$ cat src/rtl/byteuart_pkg.sv
// byteuart_pkg: register map, field positions and identification bytes
// shared by the serial port's register file and its checker.
package byteuart_pkg;

    localparam int ADDR_W = 12;
    localparam int DATA_W = 32;
    localparam int WORD_W = ADDR_W - 2;
    localparam int CTRL_W = 7;

    typedef logic [WORD_W-1:0] word_t;

    // word indices of the mapped registers
    localparam word_t W_DATA     = word_t'(0);
    localparam word_t W_STATE    = word_t'(1);
    localparam word_t W_CTRL     = word_t'(2);
    localparam word_t W_INTR     = word_t'(3);
    localparam word_t W_BAUD     = word_t'(4);
    localparam word_t W_ID_FIRST = word_t'(12'hFD0 >> 2);

    // status bits
    localparam int S_TXFULL = 0;
    localparam int S_RXFULL = 1;
    localparam int S_TXOVR  = 2;
    localparam int S_RXOVR  = 3;

    // control bits
    localparam int C_TXEN   = 0;
    localparam int C_RXEN   = 1;
    localparam int C_TXIE   = 2;
    localparam int C_RXIE   = 3;
    localparam int C_TXOIE  = 4;
    localparam int C_RXOIE  = 5;

    // interrupt bits
    localparam int I_TX  = 0;
    localparam int I_RX  = 1;
    localparam int I_TXO = 2;
    localparam int I_RXO = 3;

    // identification byte by position counted from the first ID word
    function automatic logic [7:0] id_byte(input logic [3:0] idx);
        case (idx)
            4'd0:    return 8'h04;
            4'd4:    return 8'h21;
            4'd5:    return 8'hB8;
            4'd6:    return 8'h1B;
            4'd8:    return 8'h0D;
            4'd9:    return 8'hF0;
            4'd10:   return 8'h05;
            4'd11:   return 8'hB1;
            default: return 8'h00;
        endcase
    endfunction

endpackage

$ cat src/rtl/byteuart_tx.sv
// byteuart_tx: 8N1 serializer. Loads a byte when idle and 'go' is high and
// sends start, 8 data bits LSB first, stop; each bit lasts 'div' clocks.
// Assumes 'div' >= 1 whenever 'run' is high. 'done' is a combinational pulse
// in the last cycle of the stop bit.
module byteuart_tx #(
    parameter int DIV_W = 20
) (
    input  logic             clk,
    input  logic             rst_n,
    input  logic             run,
    input  logic             go,
    input  logic [7:0]       byte_in,
    input  logic [DIV_W-1:0] div,
    output logic             txd,
    output logic             done
);
    localparam int          FRAME_BITS = 10;
    localparam logic [3:0]  LAST_BIT   = 4'(FRAME_BITS - 1);

    logic                  busy;
    logic [DIV_W-1:0]      cnt;
    logic [3:0]            bitn;
    logic [FRAME_BITS-1:0] shreg;

    assign done = run && busy && (cnt == '0) && (bitn == LAST_BIT);

    // frame sequencer: bit timing, shift register and line driver
    always_ff @(posedge clk) begin
        if (!rst_n || !run) begin
            busy  <= 1'b0;
            txd   <= 1'b1;
            cnt   <= '0;
            bitn  <= '0;
            shreg <= '1;
        end else if (!busy) begin
            if (go) begin
                busy  <= 1'b1;
                shreg <= {1'b1, byte_in, 1'b0};
                txd   <= 1'b0;
                cnt   <= div - 1'b1;
                bitn  <= '0;
            end
        end else if (cnt == '0) begin
            if (bitn == LAST_BIT) begin
                busy <= 1'b0;
                txd  <= 1'b1;
            end else begin
                bitn  <= bitn + 1'b1;
                shreg <= {1'b1, shreg[FRAME_BITS-1:1]};
                txd   <= shreg[1];
                cnt   <= div - 1'b1;
            end
        end else begin
            cnt <= cnt - 1'b1;
        end
    end
endmodule

$ cat src/rtl/byteuart_rx.sv
// byteuart_rx: 8N1 deserializer. Double-synchronizes the line, starts on a
// falling edge, samples every bit mid-period and emits a one-cycle 'valid'
// only when the stop bit is high. Assumes 'div' >= 2 while 'run' is high.
module byteuart_rx #(
    parameter int DIV_W = 20
) (
    input  logic             clk,
    input  logic             rst_n,
    input  logic             run,
    input  logic             rxd,
    input  logic [DIV_W-1:0] div,
    output logic             valid,
    output logic [7:0]       data
);
    localparam logic [3:0] STOP_BIT = 4'd9;

    logic [2:0]       sync_q;
    logic             line;
    logic             fall;
    logic             busy;
    logic [DIV_W-1:0] cnt;
    logic [3:0]       bitn;

    assign line = sync_q[1];
    assign fall = sync_q[2] && !sync_q[1];

    // synchronizer and edge history for the asynchronous line
    always_ff @(posedge clk) begin
        if (!rst_n) sync_q <= '1;
        else        sync_q <= {sync_q[1:0], rxd};
    end

    // frame sequencer: mid-bit sampling, start and stop validation
    always_ff @(posedge clk) begin
        if (!rst_n || !run) begin
            busy  <= 1'b0;
            valid <= 1'b0;
            cnt   <= '0;
            bitn  <= '0;
            data  <= '0;
        end else begin
            valid <= 1'b0;
            if (!busy) begin
                if (fall) begin
                    busy <= 1'b1;
                    cnt  <= div >> 1;
                    bitn <= '0;
                end
            end else if (cnt == '0) begin
                cnt  <= div - 1'b1;
                bitn <= bitn + 1'b1;
                if (bitn == '0) begin
                    if (line) busy <= 1'b0;
                end else if (bitn == STOP_BIT) begin
                    busy  <= 1'b0;
                    valid <= line;
                end else begin
                    data <= {line, data[7:1]};
                end
            end else begin
                cnt <= cnt - 1'b1;
            end
        end
    end
endmodule

$ cat src/rtl/byteuart_regs.sv
// byteuart_regs: APB register file, holding bytes, status flags and
// interrupt bits. Assumes single-cycle access phases (no wait states).
module byteuart_regs
    import byteuart_pkg::*;
#(
    parameter int DIV_W   = 20,
    parameter int MIN_DIV = 16
) (
    input  logic              clk,
    input  logic              rst_n,
    input  logic              psel,
    input  logic              penable,
    input  logic              pwrite,
    input  logic [ADDR_W-1:0] paddr,
    input  logic [DATA_W-1:0] pwdata,
    output logic [DATA_W-1:0] prdata,
    input  logic              tx_done,
    input  logic              rx_valid,
    input  logic [7:0]        rx_byte,
    output logic [7:0]        tx_byte,
    output logic              tx_go,
    output logic [DIV_W-1:0]  div,
    output logic              div_ok,
    output logic [3:0]        state_o,
    output logic [CTRL_W-1:0] ctrl_o,
    output logic [3:0]        intr_o
);
    logic [CTRL_W-1:0] ctrl_q;
    logic [DIV_W-1:0]  baud_q;
    logic [7:0]        txb_q, rxb_q;
    logic              tx_full_q, rx_full_q, txovr_q, rxovr_q;
    logic              int_tx_q, int_rx_q;

    word_t word, id_off;
    logic  wr, rd, wr_data, wr_state, wr_ctrl, wr_intr, wr_baud, rd_data;
    logic  rx_take, clr_txo, clr_rxo;
    logic  unused_bits;

    assign word     = paddr[ADDR_W-1:2];
    assign id_off   = word - W_ID_FIRST;
    assign wr       = psel && penable && pwrite;
    assign rd       = psel && penable && !pwrite;
    assign wr_data  = wr && (word == W_DATA);
    assign wr_state = wr && (word == W_STATE);
    assign wr_ctrl  = wr && (word == W_CTRL);
    assign wr_intr  = wr && (word == W_INTR);
    assign wr_baud  = wr && (word == W_BAUD);
    assign rd_data  = rd && (word == W_DATA);
    assign rx_take  = rx_valid && ctrl_q[C_RXEN];
    assign clr_txo  = (wr_state && pwdata[S_TXOVR]) || (wr_intr && pwdata[I_TXO]);
    assign clr_rxo  = (wr_state && pwdata[S_RXOVR]) || (wr_intr && pwdata[I_RXO]);
    assign unused_bits = ^{paddr[1:0], pwdata[DATA_W-1:DIV_W], id_off[WORD_W-1:4]};

    // configuration and transmit holding byte
    always_ff @(posedge clk) begin
        if (!rst_n) begin
            ctrl_q <= '0;
            baud_q <= '0;
            txb_q  <= '0;
        end else begin
            if (wr_ctrl) ctrl_q <= pwdata[CTRL_W-1:0];
            if (wr_baud) baud_q <= pwdata[DIV_W-1:0];
            if (wr_data) txb_q  <= pwdata[7:0];
        end
    end

    // transmit occupancy and sticky transmit-loss flag
    always_ff @(posedge clk) begin
        if (!rst_n) begin
            tx_full_q <= 1'b0;
            txovr_q   <= 1'b0;
        end else begin
            if (tx_done) tx_full_q <= 1'b0;
            if (wr_data && (!tx_full_q || tx_done)) tx_full_q <= 1'b1;
            if (wr_data && tx_full_q && !tx_done) txovr_q <= 1'b1;
            else if (clr_txo)                     txovr_q <= 1'b0;
        end
    end

    // receive holding byte, occupancy and sticky receive-loss flag
    always_ff @(posedge clk) begin
        if (!rst_n) begin
            rxb_q     <= '0;
            rx_full_q <= 1'b0;
            rxovr_q   <= 1'b0;
        end else begin
            if (rd_data) rx_full_q <= 1'b0;
            if (rx_take) begin
                rxb_q     <= rx_byte;
                rx_full_q <= 1'b1;
            end
            if (rx_take && rx_full_q && !rd_data) rxovr_q <= 1'b1;
            else if (clr_rxo)                      rxovr_q <= 1'b0;
        end
    end

    // latched transmit and receive interrupt events
    always_ff @(posedge clk) begin
        if (!rst_n) begin
            int_tx_q <= 1'b0;
            int_rx_q <= 1'b0;
        end else begin
            if (tx_done && ctrl_q[C_TXIE])                 int_tx_q <= 1'b1;
            else if (wr_intr && pwdata[I_TX])              int_tx_q <= 1'b0;
            if (rx_take && ctrl_q[C_RXIE])                 int_rx_q <= 1'b1;
            else if (wr_intr && pwdata[I_RX])              int_rx_q <= 1'b0;
        end
    end

    // live interrupt vector and status view
    always_comb begin
        intr_o          = '0;
        intr_o[I_TX]    = int_tx_q;
        intr_o[I_RX]    = int_rx_q;
        intr_o[I_TXO]   = txovr_q && ctrl_q[C_TXOIE];
        intr_o[I_RXO]   = rxovr_q && ctrl_q[C_RXOIE];
        state_o           = '0;
        state_o[S_TXFULL] = tx_full_q;
        state_o[S_RXFULL] = rx_full_q;
        state_o[S_TXOVR]  = txovr_q;
        state_o[S_RXOVR]  = rxovr_q;
    end

    // read data multiplexer
    always_comb begin
        prdata = '0;
        case (word)
            W_DATA:  prdata[7:0]        = rxb_q;
            W_STATE: prdata[3:0]        = state_o;
            W_CTRL:  prdata[CTRL_W-1:0] = ctrl_q;
            W_INTR:  prdata[3:0]        = intr_o;
            W_BAUD:  prdata[DIV_W-1:0]  = baud_q;
            default: if (word >= W_ID_FIRST) prdata[7:0] = id_byte(id_off[3:0]);
        endcase
    end

    assign tx_byte = txb_q;
    assign div     = baud_q;
    assign div_ok  = (baud_q >= DIV_W'(MIN_DIV));
    assign tx_go   = tx_full_q && ctrl_q[C_TXEN] && div_ok;
    assign ctrl_o  = ctrl_q;
endmodule

$ cat src/rtl/byteuart_apb.sv
// byteuart_apb: APB serial port with one holding byte per direction.
// Zero-wait-state slave; RX is treated as asynchronous and synchronized inside.
module byteuart_apb
    import byteuart_pkg::*;
#(
    parameter int DIV_W   = 20,
    parameter int MIN_DIV = 16
) (
    input  logic              pclk,
    input  logic              presetn,
    input  logic              psel,
    input  logic              penable,
    input  logic              pwrite,
    input  logic [ADDR_W-1:0] paddr,
    input  logic [DATA_W-1:0] pwdata,
    output logic [DATA_W-1:0] prdata,
    output logic              pready,
    output logic              pslverr,
    input  logic              rxd,
    output logic              txd,
    output logic              irq_tx,
    output logic              irq_rx,
    output logic              irq_txovr,
    output logic              irq_rxovr,
    output logic              irq_any
);
    logic              tx_done, tx_go, div_ok, rx_valid;
    logic [7:0]        tx_byte, rx_byte;
    logic [DIV_W-1:0]  div;
    logic [3:0]        state_w, intr_w;
    logic [CTRL_W-1:0] ctrl_w;

    byteuart_regs #(.DIV_W(DIV_W), .MIN_DIV(MIN_DIV)) u_regs (
        .clk(pclk), .rst_n(presetn),
        .psel(psel), .penable(penable), .pwrite(pwrite),
        .paddr(paddr), .pwdata(pwdata), .prdata(prdata),
        .tx_done(tx_done), .rx_valid(rx_valid), .rx_byte(rx_byte),
        .tx_byte(tx_byte), .tx_go(tx_go), .div(div), .div_ok(div_ok),
        .state_o(state_w), .ctrl_o(ctrl_w), .intr_o(intr_w)
    );

    byteuart_tx #(.DIV_W(DIV_W)) u_tx (
        .clk(pclk), .rst_n(presetn), .run(div_ok), .go(tx_go),
        .byte_in(tx_byte), .div(div), .txd(txd), .done(tx_done)
    );

    byteuart_rx #(.DIV_W(DIV_W)) u_rx (
        .clk(pclk), .rst_n(presetn), .run(div_ok), .rxd(rxd),
        .div(div), .valid(rx_valid), .data(rx_byte)
    );

    assign pready    = 1'b1;
    assign pslverr   = 1'b0;
    assign irq_tx    = intr_w[I_TX];
    assign irq_rx    = intr_w[I_RX];
    assign irq_txovr = intr_w[I_TXO];
    assign irq_rxovr = intr_w[I_RXO];
    assign irq_any   = |intr_w;
endmodule

$ cat config.mk
export PLATFORM = sky130hd
export DESIGN_NAME = byteuart_apb
export DESIGN_NICKNAME = d
export VERILOG_FILES = /design/src/rtl/byteuart_pkg.sv /design/src/rtl/byteuart_tx.sv /design/src/rtl/byteuart_rx.sv /design/src/rtl/byteuart_regs.sv /design/src/rtl/byteuart_apb.sv
export SDC_FILE = /design/constraint.sdc
export NUM_CORES = 1
export LEC_CHECK = 0
export CAP_MARGIN = 10
export CORE_MARGIN = 3
export CORE_UTILIZATION = 56
export CTS_CLUSTER_SIZE = 8
export DETAILED_ROUTE_END_ITERATION = 12
export PLACE_DENSITY = 0.87
export REMOVE_ABC_BUFFERS = 1
export SLEW_MARGIN = 5
export SYNTH_ARGS = -nofsm -noshare
export SYNTH_HDL_FRONTEND = slang
export SYNTH_SLANG_ARGS = --single-unit
$ cat constraint.sdc
create_clock -name pclk -period 3 [get_ports pclk]
set_input_delay 0.6 -clock pclk [delete_from_list [all_inputs] [get_ports pclk]]
set_output_delay 0.6 -clock pclk [all_outputs]
set_load 0.005 [all_outputs]
==> metrics.md, run 1 <==
| Metric | Value |
|---|---|
| Status | `completed` |
| Worst-path clk slew | `50 ps` |
| Worst slew margin | `46.1%` |
| TritonCTS clock tree | `yes` |
| Worst Path Arrival | `2350 ps` |
| Setup TNS | `0 ps` |
| Crit. End Element | `output port` |
| Max Freq | `339 MHz` |
| GRT Total Usage | `29.4%` |
| Yosys reg bits | `120` |
| First-pass GRT wire length | `33.7 mm` |
| GP Congestion | `0.937` |
| Core box area | `12200 µm²` |
| Wirelength per Cell | `19.1 µm` |
| Register area share after synthesis | `33.8%` |
| HPWL Detailed | `14.1 mm` |
| Endpoints failing setup | `0` |
| Post-layout nets | `1014` |
| Mapped cell area | `7110 µm²` |
| Cts hold-fix bufs | `0` |
| Worst-Margin Slew | `801 ps` |
| YS warnings | `0` |
| Max clock buf depth | `2` |
| Crit path time final | `2950 ps` |
| Most common cell after layout, fill and taps aside | `nand2_1` |
| Crit start category | `input pin` |
| Routed wire length | `21.5 mm` |
| Via Count | `7151` |
| EDFF count, synth | `0` |
| Yosys cell types | `71` |
| Final ANT Viol Nets | `0` |
| DRC viols | `0` |
| Final hold violation count | `0` |
| Max-slew violation count | `0` |
| Origin of the critical flop-to-flop path | `u_tx.cnt[8]` |
| DIE WIDTH | `119 µm` |
| H-tree depth | `4` |
| Commonest non-fill, non-tap cells in the layout | `nand2_1 (152), dfxtp_1 (120), buf_4 (48), o21ai_0 (47), nor2_1 (37)` |
| Initial Utilization | `58.2%` |
| Hold wc startpoint | `u_rx.sync_q[0]` |
| Reg2reg end | `u_tx.shreg[7]` |
| Worst-Skew Late Latency | `430 ps` |
| Area grow syn2layout | `22.9%` |
| Initial antenna violation count | `0` |
| CTS sink count | `120` |
| Port bufs | `61` |
| Final Non-Filler Cells | `1126` |
| Clk_skew | `6.98 ps` |
| Total global routing overflow | `0` |
| Clock root buffer master | `clkbuf_16` |
| MaxCap Viol Count | `0` |
| CP Class | `in -> out` |
| Syn Area/Cell | `8.14 µm²` |
| Worst hold-check path type | `reg -> reg` |
| R2r setup slk | `200 ps` |
| Inst Count DP | `1087` |
| Crit path required time | `2400 ps` |
| Die ar. | `14100 µm²` |
| Share of layout cells above drive strength 1 | `14.5%` |
| VDD IR max | `0.358 mV` |
| Num ports | `90` |
| Leakage | `3.60 nW` |
| Syn Inst Count | `873` |
| Vias per cell | `6.35` |
| Num CTS Buffers | `17` |
| Vias in the first global route | `6731` |
| Drt initial violations | `853` |
| Router iterations before antenna repair | `6` |
| Cell Pwr Density | `446 nW/µm²` |
| CP Max Fanout | `5` |
| Ys async rst share | `0%` |
| Die Ht | `119 µm` |
| FF-to-FF path depth | `7` |
| Number of core rows | `40` |
| Hold Path Sink | `u_rx.sync_q[1]` |
| Largest net degree at the start of global routing | `54` |
| Prevailing post-synth register cell | `dfxtp_1` |
| Hold Crit Depth | `1` |
| Fin crit share | `98.3%` |
| N_diodes | `0` |
-- how the worst max path moves through the flow --
stage	startpoint	to	depth (start not counted)
after floorplan	u_rx.cnt[2]	u_rx.data[0]	6
after global placement	paddr[2]	prdata[4]	8
after detailed placement	paddr[2]	prdata[4]	8
after CTS	paddr[5]	prdata[1]	9
after global routing	paddr[7]	prdata[5]	9
final	paddr[7]	prdata[5]	9
-- cell families after synthesis --
family	Yosys count	synth area share, %
buffers and inverters	89	5.95
other	2	0.106
adder cells (fa/ha/maj)	19	3.35
XOR/XNOR	33	4.07
flip-flops	120	33.8
multiplexers	41	5.90
AND/OR/NAND/NOR	376	27.2
AO/OA/AOI/OAI	193	19.6
-- critical path, stage by stage --
cell	delay [ps]
clkdlybuf4s50_1	440
nor2_2	140
and3_4	200
and3_4	200
buf_6	120
a21oi_2	40
a221oi_2	210
a22oi_2	110
dlygate4sd2_1	270
-- cell type report --
| type | count | area, µm² |
|---|---|---|
| tap | 168 | 210 |
| clock inverter | 11 | 173 |
| sequential | 120 | 2400 |
| multi-input combinational | 676 | 4440 |
| clock buffer | 21 | 440 |
| timing repair buffer | 114 | 1010 |
| fill | 884 | 3480 |
| inverter | 16 | 60.1 |
-- sequential cells by signal, summed over array words and instances (netlist names) --
| signal | count |
|---|---|
| u_rx.bitn | 4 |
| u_regs.txovr_q | 1 |
| u_tx.cnt | 20 |
| u_regs.div | 20 |
| u_regs.rxovr_q | 1 |
| u_regs.int_rx_q | 1 |
| u_rx.busy | 1 |
| u_regs.rxb_q | 8 |
| u_tx.bitn | 4 |
| u_rx.valid | 1 |
| u_rx.sync_q | 3 |
| u_regs.ctrl_o | 7 |
| u_tx.shreg | 8 |
| u_regs.rx_full_q | 1 |
| u_tx.txd | 1 |
| u_regs.int_tx_q | 1 |
| u_regs.tx_byte | 8 |
| u_rx.data | 8 |
| u_tx.busy | 1 |
| u_regs.tx_full_q | 1 |
| u_rx.cnt | 20 |
-- cells in the mapped netlist (19+ instances only) --
master	n	share of area [%]
nand2_1	153	8.1
nand3_1	36	2.5
ha_1	19	3.3
dfxtp_1	120	34
xor2_1	20	2.5
clkbuf_1	44	2.3
a21boi_0	32	3.4
and2_1	24	2.1
mux2i_1	34	4.8
nor2_1	41	2.2
nor2b_1	19	1.7
o21ai_0	47	3.3
-- stage by stage --
stage | total power, mW | hold WS, ps | setup slack, ps | instance area (µm²) | util, %
finish | 3.89 | 405 | 51.4 | 8730 | 71.5
floorplan | 1.67 | 386 | -122 | 6790 | -
global route | 3.97 | 438 | -74.5 | 8730 | 71.5
CTS | 3.88 | 406 | -16.6 | 8670 | 71.0
global placement | 1.76 | 391 | -532 | 7990 | 65.5
detailed placement | 1.77 | 392 | -640 | 7990 | 65.5
-- where the power goes --
group / switching [mW] / internal [mW]
Clock: 0.757 / 1.39
Combinational: 0.0736 / 0.0740
Sequential: 0.00104 / 1.60
-- what timing repair did --
action	CTS	global route
pin swaps	3	11
setup buffers	5	2
resized for setup	48	25
setup endpoints to repair	20	9
-- layer usage --
| layer | GRT usage (%) | vias up | wire length (µm) |
|---|---|---|---|
| li1 | - | 3249 | - |
| met1 | 36.2 | 3346 | 8290 |
| met2 | 48.9 | 461 | 10500 |
| met3 | 5.93 | 95 | 1850 |
| met4 | 14.2 | 0 | 918 |
| met5 | 0 | - | 0 |
No activity file was read; power rests on OpenSTA's default activity.
==> run 2: changes to the inputs <==
--- a/config.mk
+++ b/config.mk
@@ -8,6 +8,7 @@
 export CAP_MARGIN = 10
 export CORE_MARGIN = 3
 export CORE_UTILIZATION = 56
+export CTS_CLUSTER_DIAMETER = 60
 export CTS_CLUSTER_SIZE = 8
 export DETAILED_ROUTE_END_ITERATION = 12
 export PLACE_DENSITY = 0.87
==> constraint.sdc (replaced) <==
create_clock -name pclk -period 3 [get_ports pclk]
set_input_delay 0.3 -clock pclk [delete_from_list [all_inputs] [get_ports pclk]]
set_output_delay 0.3 -clock pclk [all_outputs]
set_load 0.005 [all_outputs]
==> run 2 against run 1 <==
Net effect: combinational power is 9% lower; via count shrank 3.2%; global-route usage is 0.90 points lower; critical path depth fell by 1; fmax increased by 1.5%; highest routed layer unchanged.
==> metrics.md, run 2 (synthesized netlist as in run 1, its figures left out) <==
| Metric | Value |
|---|---|
| Status | `completed (unchanged)` |
| Endpoints failing setup | `0 (unchanged)` |
| Die Ht | `119 µm (unchanged)` |
| Critical path's slowest cell | `clkdlybuf4s50_1 (unchanged)` |
| Max Freq | `344 MHz (was 339 MHz)` |
| Layout fillers | `910 (was 884)` |
| Worst-Skew Late Latency | `430 ps (about the same)` |
| Post-layout nets | `993 (was 1014)` |
| Leakage | `3.41 nW (was 3.60 nW)` |
| CP Max Fanout | `11 (was 5)` |
| Power, Total | `3.91 mW (was 3.89 mW)` |
| Via Count | `6924 (was 7151)` |
| CP max stage delay | `520 ps (was 440 ps)` |
| Fin crit share | `96.8% (was 98.3%)` |
| Core box area | `12200 µm² (unchanged)` |
| HPWL Detailed | `13.6 mm (was 14.1 mm)` |
| VDD IR max | `0.500 mV (was 0.358 mV)` |
| Cts hold-fix bufs | `0 (unchanged)` |
| Vias in the first global route | `6661 (was 6731)` |
| Routed wire length | `20.2 mm (was 21.5 mm)` |
| Initial antenna violation count | `0 (unchanged)` |
| Routed wire length on met3 | `1.84 mm (was 1.85 mm)` |
| DRC viols | `0 (unchanged)` |
| Worst slew margin | `39.1% (was 46.1%)` |
| Share of layout cells above drive strength 1 | `10.1% (was 14.5%)` |
| Most common cell after layout, fill and taps aside | `nand2_1 (unchanged)` |
| Router iterations before antenna repair | `5 (was 6)` |
| Clock root buffer master | `clkbuf_16 (unchanged)` |
| Crit path required time | `2700 ps (was 2400 ps)` |
| First-pass GRT wire length | `32.8 mm (was 33.7 mm)` |
| Worst-path clk slew | `50 ps (about the same)` |
| RSZ-0062 raised after global routing | `false` |
| Final ANT Viol Nets | `0 (unchanged)` |
| Crit. End Element | `output port (unchanged)` |
| Crit-path cells | `clkdlybuf4s50_1 > inv_1 > ha_1 > and4_1 > and2_1 > a32o_1 > a221o_1 > clkdlybuf4s50_1 (was clkdlybuf4s50_1 > nor2_2 > and3_4 > and3_4 > buf_6 > a21oi_2 > a221oi_2 > a22oi_2 > dlygate4sd2_1)` |
| Port bufs | `61 (unchanged)` |
| H-tree depth | `4 (unchanged)` |
| Worst Path Arrival | `2600 ps (was 2350 ps)` |
| Most used cell along the critical path | `clkdlybuf4s50_1 (was and3_4)` |
| Area grow syn2layout | `19.9% (was 22.9%)` |
| Final hold violation count | `0 (unchanged)` |
| DIE WIDTH | `119 µm (unchanged)` |
| Cell Pwr Density | `458 nW/µm² (was 446 nW/µm²)` |
| CTS sink count | `120 (unchanged)` |
| Final Non-Filler Cells | `1105 (was 1126)` |
| Number of core rows | `40 (unchanged)` |
| Max clock buf depth | `2 (unchanged)` |
| Die ar. | `14100 µm² (unchanged)` |
| Highest metal used | `met4 (unchanged)` |
| Wirelength per Cell | `18.3 µm (was 19.1 µm)` |
| Commonest non-fill, non-tap cells in the layout | `nand2_1 (153), dfxtp_1 (120), clkdlybuf4s50_1 (57), o21ai_0 (47), nor2_1 (41) (was nand2_1 (152), dfxtp_1 (120), buf_4 (48), o21ai_0 (47), nor2_1 (37))` |
| N_diodes | `0 (unchanged)` |
| Vias per cell | `6.27 (was 6.35)` |
| Drt initial violations | `726 (was 853)` |
| MaxCap Viol Count | `0 (unchanged)` |
| WL met1 | `8.16 mm (was 8.29 mm)` |
| Clk_skew | `8.27 ps (was 6.98 ps)` |
| Worst hold-check path type | `reg -> reg (unchanged)` |
| Max-slew violation count | `0 (unchanged)` |
| Crit path buf inv count | `3 (unchanged)` |
| Initial Utilization | `58.2% (unchanged)` |
| Crit start category | `input pin (unchanged)` |
| Worst-Margin Slew | `909 ps (was 801 ps)` |
| GP Congestion | `0.973 (was 0.937)` |
| Cell family with most CP delay | `buffers and inverters (unchanged)` |
| Total global routing overflow | `0 (unchanged)` |
| Crit path time final | `2900 ps (was 2950 ps)` |
| GRT Total Usage | `28.5% (was 29.4%)` |
| Largest net degree at the start of global routing | `54 (unchanged)` |
| Inst Count DP | `1073 (was 1087)` |
| Num CTS Buffers | `17 (unchanged)` |
| TritonCTS clock tree | `yes (unchanged)` |
| Met2 wire length | `9.42 mm (was 10.5 mm)` |
| CP Class | `in -> out (unchanged)` |
| Num ports | `90 (unchanged)` |
==> run 2: worst paths after layout <==
check / from / slack, ps / cells after the start / end
worst max-delay path: paddr[4] / 100 / 8 / prdata[6]
worst min-delay path: u_rx.sync_q[0] / 420 / 1 / u_rx.sync_q[1]
worst max register to register: u_tx.cnt[11] / 210 / 6 / u_tx.cnt[14]
worst min register to register: u_rx.sync_q[0] / 420 / 1 / u_rx.sync_q[1]
==> run 2: layout make-up <==
type	instances	area [µm²]	share of cell area [%]
clock buffers	18	429	5.04
clock inverters	14	198	2.32
flip-flops and latches	120	2400	28.2
inverters	16	60.1	0.705
well taps	168	210	2.47
multi-input cells	676	4350	51.0
repair buffers	93	873	10.2
==> run 2: routing by layer <==
metal,GRT usage [%],vias to the layer above
li1,-,3212
met1,35.0,3226
met2,46.0,395
met3,7.37,91
met4,14.5,0
met5,0,-
==> run 2: power by group <==
| group | internal [mW] | switching (mW) |
|---|---|---|
| combinational | 0.0685 | 0.0668 |
| sequential | 1.60 | 0.00119 |
| clock | 1.39 | 0.782 |
| total | 3.06 | 0.850 |
==> run 2: through the flow <==
| step | instance area [µm²] | hold slack (ps) | worst slack, ps | utilization, % | setup TNS [ps] |
|---|---|---|---|---|---|
| after floorplan | 6790 | 373 | -122 | - | -978 |
| after global placement | 7880 | 391 | 24.8 | 64.5 | 0 |
| after detailed placement | 7880 | 404 | -1.56 | 64.5 | -1.56 |
| after CTS | 8500 | 423 | -15.5 | 69.6 | -15.5 |
| after global routing | 8520 | 440 | 13.8 | 69.8 | 0 |
| final | 8520 | 423 | 96.3 | 69.8 | 0 |
==> run 2: what timing repair did <==
action / 4_1_cts / 5_1_grt
buffers inserted: 0 / 0
setup endpoints to repair: 1 / 4
resized for setup: 0 / 9
pin swaps: 0 / 2
